## config.mk

```make
export PLATFORM = sky130hd
export DESIGN_NAME = tpg_top
export DESIGN_NICKNAME = d
export VERILOG_FILES = /design/src/rtl/tpg_pkg.sv /design/src/rtl/tpg_bars.sv /design/src/rtl/tpg_pn9.sv /design/src/rtl/tpg_walk.sv /design/src/rtl/tpg_top.sv
export SDC_FILE = /design/constraint.sdc
export NUM_CORES = 1
export LEC_CHECK = 0
export ABC_AREA = 1
export CORE_UTILIZATION = 25
export CTS_CLUSTER_DIAMETER = 100
export CTS_CLUSTER_SIZE = 24
export DETAILED_ROUTE_END_ITERATION = 6
export SLEW_MARGIN = 15
export SYNTH_ARGS = -nofsm -noshare
export SYNTH_HDL_FRONTEND = slang
export SYNTH_HIERARCHICAL = 1
export SYNTH_SLANG_ARGS = --single-unit
```

## constraint.sdc

```tcl
create_clock -name clk -period 1 [get_ports clk]
set_input_delay 0.2 -clock clk [delete_from_list [all_inputs] [get_ports clk]]
set_output_delay 0.2 -clock clk [all_outputs]
set_load 0.05 [all_outputs]
```

## src/rtl/tpg_pkg.sv

```systemverilog
package tpg_pkg;

  typedef enum logic [2:0] {
    SEL_LIVE  = 3'd0,
    SEL_SOLID = 3'd1,
    SEL_BARS  = 3'd2,
    SEL_FADE  = 3'd3,
    SEL_PN9   = 3'd4,
    SEL_WALK  = 3'd5
  } tpg_sel_e;

  localparam int unsigned MODE_W   = 9;
  localparam int unsigned PN_LEN   = 9;
  localparam logic [PN_LEN-1:0] PN_SEED = '1;

  // Sparse code space mapped to a compact selector; unknown codes go live.
  function automatic tpg_sel_e decode_mode(input logic [MODE_W-1:0] code);
    case (code)
      9'd1:    return SEL_SOLID;
      9'd2:    return SEL_BARS;
      9'd3:    return SEL_FADE;
      9'd4:    return SEL_PN9;
      9'd256,
      9'd257,
      9'd258:  return SEL_WALK;
      default: return SEL_LIVE;
    endcase
  endfunction

  // Walking-ones MSB index: 256 -> 11, 257 -> 9, 258 -> 7.
  function automatic logic [3:0] walk_msb(input logic [MODE_W-1:0] code);
    case (code)
      9'd257:  return 4'd9;
      9'd258:  return 4'd7;
      default: return 4'd11;
    endcase
  endfunction

endpackage

```

## src/rtl/tpg_bars.sv

```systemverilog
module tpg_bars #(
  parameter int unsigned PIX_W    = 12,
  parameter int unsigned COL_W    = 12,
  parameter int unsigned ROW_W    = 12,
  parameter int unsigned ACT_COLS = 64,
  parameter int unsigned ACT_ROWS = 8
) (
  input  logic [COL_W-1:0] col,
  input  logic [ROW_W-1:0] row,
  input  logic             fade,
  output logic [PIX_W-1:0] value
);

  localparam int unsigned BAR_W  = ACT_COLS / 8;
  localparam int unsigned PROD_W = PIX_W + ROW_W;
  localparam logic [PIX_W-1:0] FULL = '1;
  localparam logic [PIX_W-1:0] GRAY = PIX_W'(1) << (PIX_W - 1);
  localparam logic [ROW_W-1:0] LAST_ROW = ROW_W'(ACT_ROWS - 1);

  logic [COL_W-1:0]  bar_q;
  logic [2:0]        bar;
  logic              comp_red, comp_grn, comp_blu, comp;
  logic [PIX_W-1:0]  base, delta, step;
  logic [ROW_W-1:0]  row_c;
  logic [PROD_W-1:0] prod, quot;

  always_comb begin
    bar_q = col / COL_W'(BAR_W);
    bar   = (bar_q > COL_W'(7)) ? 3'd7 : bar_q[2:0];
    // white yellow cyan green magenta red blue black
    comp_red = ~bar[1];
    comp_grn = ~bar[2];
    comp_blu = ~bar[0];
    case ({row[0], col[0]})
      2'b01:   comp = comp_red;
      2'b10:   comp = comp_blu;
      default: comp = comp_grn;
    endcase
    base  = comp ? FULL : '0;
    delta = comp ? (FULL - GRAY) : GRAY;
    row_c = (row > LAST_ROW) ? LAST_ROW : row;
    prod  = PROD_W'(delta) * PROD_W'(row_c);
    quot  = prod / PROD_W'(ACT_ROWS - 1);
    step  = quot[PIX_W-1:0];
    if (!fade)     value = base;
    else if (comp) value = base - step;
    else           value = base + step;
  end

endmodule

```

## src/rtl/tpg_pn9.sv

```systemverilog
module tpg_pn9
  import tpg_pkg::*;
#(
  parameter int unsigned PIX_W = 12
) (
  input  logic             clk,
  input  logic             rst_n,
  input  logic             frame_start,
  input  logic             advance,
  output logic [PIX_W-1:0] word
);

  logic [PN_LEN-1:0] state_q, state_d, cur, walk;

  always_comb begin
    cur  = frame_start ? PN_SEED : state_q;
    walk = cur;
    word = '0;
    for (int i = PIX_W - 1; i >= 0; i--) begin
      word[i] = walk[PN_LEN-1];
      walk    = {walk[PN_LEN-2:0], walk[8] ^ walk[4]};
    end
    if (advance)          state_d = walk;
    else if (frame_start) state_d = PN_SEED;
    else                  state_d = state_q;
  end

  always_ff @(posedge clk or negedge rst_n) begin
    if (!rst_n) state_q <= PN_SEED;
    else        state_q <= state_d;
  end

  // a maximal-length register never falls into the all-zero lock state
  a_r7_state_nonzero: assert property (@(posedge clk) disable iff (!rst_n)
    state_q != '0);

endmodule

```

## src/rtl/tpg_walk.sv

```systemverilog
module tpg_walk #(
  parameter int unsigned PIX_W = 12
) (
  input  logic             clk,
  input  logic             rst_n,
  input  logic             line_start,
  input  logic             advance,
  input  logic [3:0]       msb,
  output logic [PIX_W-1:0] word
);

  logic [PIX_W-1:0] ones_q, ones_d;
  logic             wrap;

  always_comb begin
    word   = line_start ? PIX_W'(1) : ones_q;
    wrap   = |(word >> msb);
    if (advance)         ones_d = wrap ? PIX_W'(1) : (word << 1);
    else if (line_start) ones_d = PIX_W'(1);
    else                 ones_d = ones_q;
  end

  always_ff @(posedge clk or negedge rst_n) begin
    if (!rst_n) ones_q <= PIX_W'(1);
    else        ones_q <= ones_d;
  end

  // exactly one bit is set in the walking word at all times
  a_r9_single_one: assert property (@(posedge clk) disable iff (!rst_n)
    $countones(ones_q) == 1);

endmodule

```

## src/rtl/tpg_top.sv

```systemverilog
module tpg_top
  import tpg_pkg::*;
#(
  parameter int unsigned PIX_W    = 12,
  parameter int unsigned COL_W    = 12,
  parameter int unsigned ROW_W    = 12,
  parameter int unsigned ACT_COLS = 64,
  parameter int unsigned ACT_ROWS = 8
) (
  input  logic              clk,
  input  logic              rst_n,
  input  logic [8:0]        mode,
  input  logic [PIX_W-1:0]  solid_gr,
  input  logic [PIX_W-1:0]  solid_r,
  input  logic [PIX_W-1:0]  solid_b,
  input  logic [PIX_W-1:0]  solid_gb,
  input  logic              in_frame_start,
  input  logic              in_line_start,
  input  logic              in_valid,
  input  logic              in_embedded,
  input  logic [COL_W-1:0]  in_col,
  input  logic [ROW_W-1:0]  in_row,
  input  logic [PIX_W-1:0]  in_data,
  output logic              out_valid,
  output logic              out_embedded,
  output logic [PIX_W-1:0]  out_data
);

  tpg_sel_e         sel;
  logic             active;
  logic             pn_adv, walk_adv;
  logic [PIX_W-1:0] bar_word, pn_word, walk_word, solid_word;
  logic [PIX_W-1:0] data_d;
  logic             valid_d, emb_d, data_en;
  logic [PIX_W-1:0] data_q;
  logic             valid_q, emb_q;

  assign sel      = decode_mode(mode);
  assign active   = in_valid & ~in_embedded;
  assign pn_adv   = active & (sel == SEL_PN9);
  assign walk_adv = active & (sel == SEL_WALK);

  tpg_bars #(
    .PIX_W(PIX_W), .COL_W(COL_W), .ROW_W(ROW_W),
    .ACT_COLS(ACT_COLS), .ACT_ROWS(ACT_ROWS)
  ) u_bars (
    .col   (in_col),
    .row   (in_row),
    .fade  (sel == SEL_FADE),
    .value (bar_word)
  );

  tpg_pn9 #(.PIX_W(PIX_W)) u_pn9 (
    .clk         (clk),
    .rst_n       (rst_n),
    .frame_start (in_frame_start),
    .advance     (pn_adv),
    .word        (pn_word)
  );

  tpg_walk #(.PIX_W(PIX_W)) u_walk (
    .clk        (clk),
    .rst_n      (rst_n),
    .line_start (in_line_start),
    .advance    (walk_adv),
    .msb        (walk_msb(mode)),
    .word       (walk_word)
  );

  always_comb begin
    case ({in_row[0], in_col[0]})
      2'b00:   solid_word = solid_gr;
      2'b01:   solid_word = solid_r;
      2'b10:   solid_word = solid_b;
      default: solid_word = solid_gb;
    endcase
  end

  // Next-state selection of the output word and its qualifiers
  always_comb begin
    valid_d = in_valid;
    emb_d   = in_embedded;
    data_d  = in_data;
    if (sel == SEL_PN9) begin
      valid_d = active;
      emb_d   = 1'b0;
      data_d  = pn_word;
    end else if (sel != SEL_LIVE && !in_embedded) begin
      case (sel)
        SEL_SOLID:         data_d = solid_word;
        SEL_BARS, SEL_FADE: data_d = bar_word;
        SEL_WALK:          data_d = walk_word;
        default:           data_d = in_data;
      endcase
    end
    data_en = in_valid;
  end

  always_ff @(posedge clk or negedge rst_n) begin
    if (!rst_n) begin
      valid_q <= 1'b0;
      emb_q   <= 1'b0;
    end else begin
      valid_q <= valid_d;
      emb_q   <= emb_d & valid_d;
    end
  end

  always_ff @(posedge clk or negedge rst_n) begin
    if (!rst_n)       data_q <= '0;
    else if (data_en) data_q <= data_d;
  end

  assign out_valid    = valid_q;
  assign out_embedded = emb_q;
  assign out_data     = data_q;

  // live mode forwards the word one cycle later
  a_r1_live_copy: assert property (@(posedge clk) disable iff (!rst_n)
    (mode == 9'd0 && in_valid) |=> (out_valid && out_data == $past(in_data)));

  // embedded rows survive the pixel-replacing patterns
  a_r6_embedded_kept: assert property (@(posedge clk) disable iff (!rst_n)
    ((mode == 9'd1 || mode == 9'd2 || mode == 9'd3) && in_valid && in_embedded)
      |=> (out_embedded && out_data == $past(in_data)));

  // link test drops embedded rows
  a_r8_drop_embedded: assert property (@(posedge clk) disable iff (!rst_n)
    (mode == 9'd4 && in_embedded) |=> !out_valid);

  // no output word without an input word
  a_r10_no_spurious: assert property (@(posedge clk) disable iff (!rst_n)
    !in_valid |=> !out_valid);

endmodule

```

==> run metrics <==
count of final max-slew check failures 0; Slowest cell on crit path fa_2; Core ar. roughly 34,000 um^2; grt total ovfl 0; dpl hpwl between 15 and 20 mm; FILL cells around 3.5k; Worst slew margin a little under half; number of synthesized register bits 35; Max Cap Violations 0; GP Congestion between 0.8 and 0.9; Syn-to-layout area delta 58.6%; mapped cell area around 8500 um^2; Final Core Density between 40 and 50%; 1st-pass router iterations 5; clk_lat worst skew approximately 280 ps; Ant. Diodes 0; Inst Count DP ~2.1k; Die X roughly 190 um; violated checks setup timing; Max clock buf depth 2; f_max 0.0904 GHz; worst-path maximum fanout 5; Crit path top cell by count nand2_4; non-filler instance count after layout 2,185; cts hold-fix bufs 0; FF-to-FF End u_walk/ones_q[2]; Hold Path Class primary input to async pin; die height around 190 um; final setup margin -10,070 ps; Worst R2R Setup Slack -260 ps; Inserted Clock Buffers 5; startpoint types primary input; multi-input logic area roughly 7600 um^2; Worst EP required 1160 ps; dominant cell type by area after synthesis nand2_1; DRC viols 0; Post-DRT Antenna Nets 0; Avg WL per Cell about 11 um; fin crit period ~11,000 ps; crit path capture type register; # rows 67; number of synthesized flops with an enable pin 0; status finished with violations; Worst-Margin Slew about 790 ps; CTS tree done; ys flop type dfrtp_1; Post-Route WL between 20 and 25 mm; top-count cell post-synth nand2_1; Worst Reg2Reg Path Length in Cells 9; top post-synthesis cells by area nand2_1 (20%), fa_1 (12%), inv_1 (11%), ha_1 (10%), dfrtp_1 (7.4%); post-synthesis async set-or-reset flop share 100%; Worst EP arrival roughly 11,000 ps; Crit path largest cell delay slightly below 600 ps; vias per inst between 4 and 5; Worst Hold Slack 300 ps; via count approximately 9.3k; final net count between 1.5k and 2k; largest net degree at the start of global routing 36; first-pass GRT wire length 41.1 mm; synth cell count leaders nand2_1 (444), inv_1 (247), nand3_1 (87), nor2_1 (76), ha_1 (69); H-tree levels 2; clk_skew about 9 ps; mean post-synth cell area 6.26 um^2; Seq. cell area around 890 um^2; RSZ-0062 raised after global routing true; Crit Reg-Reg Startpoint u_walk/ones_q[2]; DR iter-0 viols 350; Total Routing Usage GR between 10 and 15%; setup violators final 49; effective utilization at floorplan between 20% and 30%; Sink Count 35; Yosys top cell area share 19.6%; Syn Inst Count about 1.4k; Fin. Hold Viols 0; register area share after synthesis a little over a tenth; initial antenna violation count 0; Crit Path Class primary input to register; Top-Level Pins between 100 and 150; CTS root buf clkbuf_16; yosys warns 6; die area between 30,000 and 40,000 um^2; CTS clock-pin slew for the worst setup and hold paths 60 ps; vias in the first global route between 9k and 10k; distinct cell type count after synthesis 50; Tcrit/Tclk final 1110%; share of cells above drive strength 1 around a third; # port buffers between 100 and 150
[cells by family (layout without fill, tap and decap cells)]
| kind of cell | after synthesis | count (layout) | synth area share (%) |
|---|---|---|---|
| simple gates | 766 | 767 | 42.0 |
| buf+inv | 288 | 627 | 13.6 |
| fa+ha+maj | 122 | 122 | 22.6 |
| flops | 35 | 35 | 10.4 |
| compound gates | 107 | 107 | 7.25 |
| xor+xnor | 37 | 37 | 3.90 |
| other cells | 3 | 42 | 0.132 |
[layout by cell type (no fill, tap or decap), types with 22 or more instances in the layout]
master           synthesis  layout
nor2_1                  76      63
buf_4                    6     215
nand2_1                444     372
xor2_1                  29      25
nand2_4                  5      45
nand3_2                 17      27
ha_1                    69      61
dfrtp_1                 25      24
conb_1                   3      42
buf_12                   0      23
nand4_1                 28      28
clkdlybuf4s50_1          0      78
nand2_2                 52      82
a21oi_1                 30      26
inv_1                  247     229
nand3_1                 87      66
nor2_4                   9      22
fa_1                    53      51
inv_2                   17      28
[worst max-delay path by stage]
stage                          from            to
after floorplan           in_col[7]  out_data[11]
after global placement    in_col[7]  out_data[11]
after detailed placement  in_col[7]  out_data[11]
after CTS                 in_col[7]   out_data[9]
after global routing      in_row[0]  out_data[11]
final                     in_col[7]   out_data[9]
[worst max-delay path, delay by kind of cell]
kind,cells,cell delay [ps]
AOI/OAI and AO/OA,5,800
buffers and inverters,14,960
adders and majority gates,7,2700
and+or+nand+nor,64,6230
xor gates and xnor gates,2,300
[sequential cells by signal, indices dropped and copies added, names as in the netlist]
signal / flops
out_data: 12
out_embedded: 1
out_valid: 1
u_pn9/state_q: 9
u_walk/ones_q: 12
[stage by stage]
step                      TNS [ps]  worst slack (ps)  area [um^2]
after detailed placement   -144480            -10720        12200
after floorplan            -115410             -9720         8980
final                      -120800            -10070        13500
after global routing       -131110            -10820        13500
after CTS                  -121290            -10180        12800
after global placement     -140540            -10360        12200
[what timing repair did]
action | 4_1_cts | 5_1_grt
gates resized for setup | 105 | 139
cloned | 4 | 0
pin swaps | 32 | 84
endpoints found under the setup margin | 49 | 49
setup buffers | 14 | 27
[cell type report]
type                       instances  area share (%)
clock buffer                       7            1.13
multi-input combinational       1075            56.4
clock inverter                     1          0.0557
sequential                        35            6.59
tap                              448            4.16
timing repair inverter             1          0.0557
timing repair buffer             350            24.0
inverter                         268            7.61
[layer usage]
| metal | global-route usage (%) | share of wire, % |
|---|---|---|
| met5 | 0 | 0 |
| met1 | 16.5 | 44 |
| met3 | 0.790 | 1.8 |
| met4 | 2.84 | 2.0 |
| met2 | 26.5 | 53 |
Power is not shown: default switching activity piles up to over one toggle a cycle in this logic, so the estimate is an artifact.
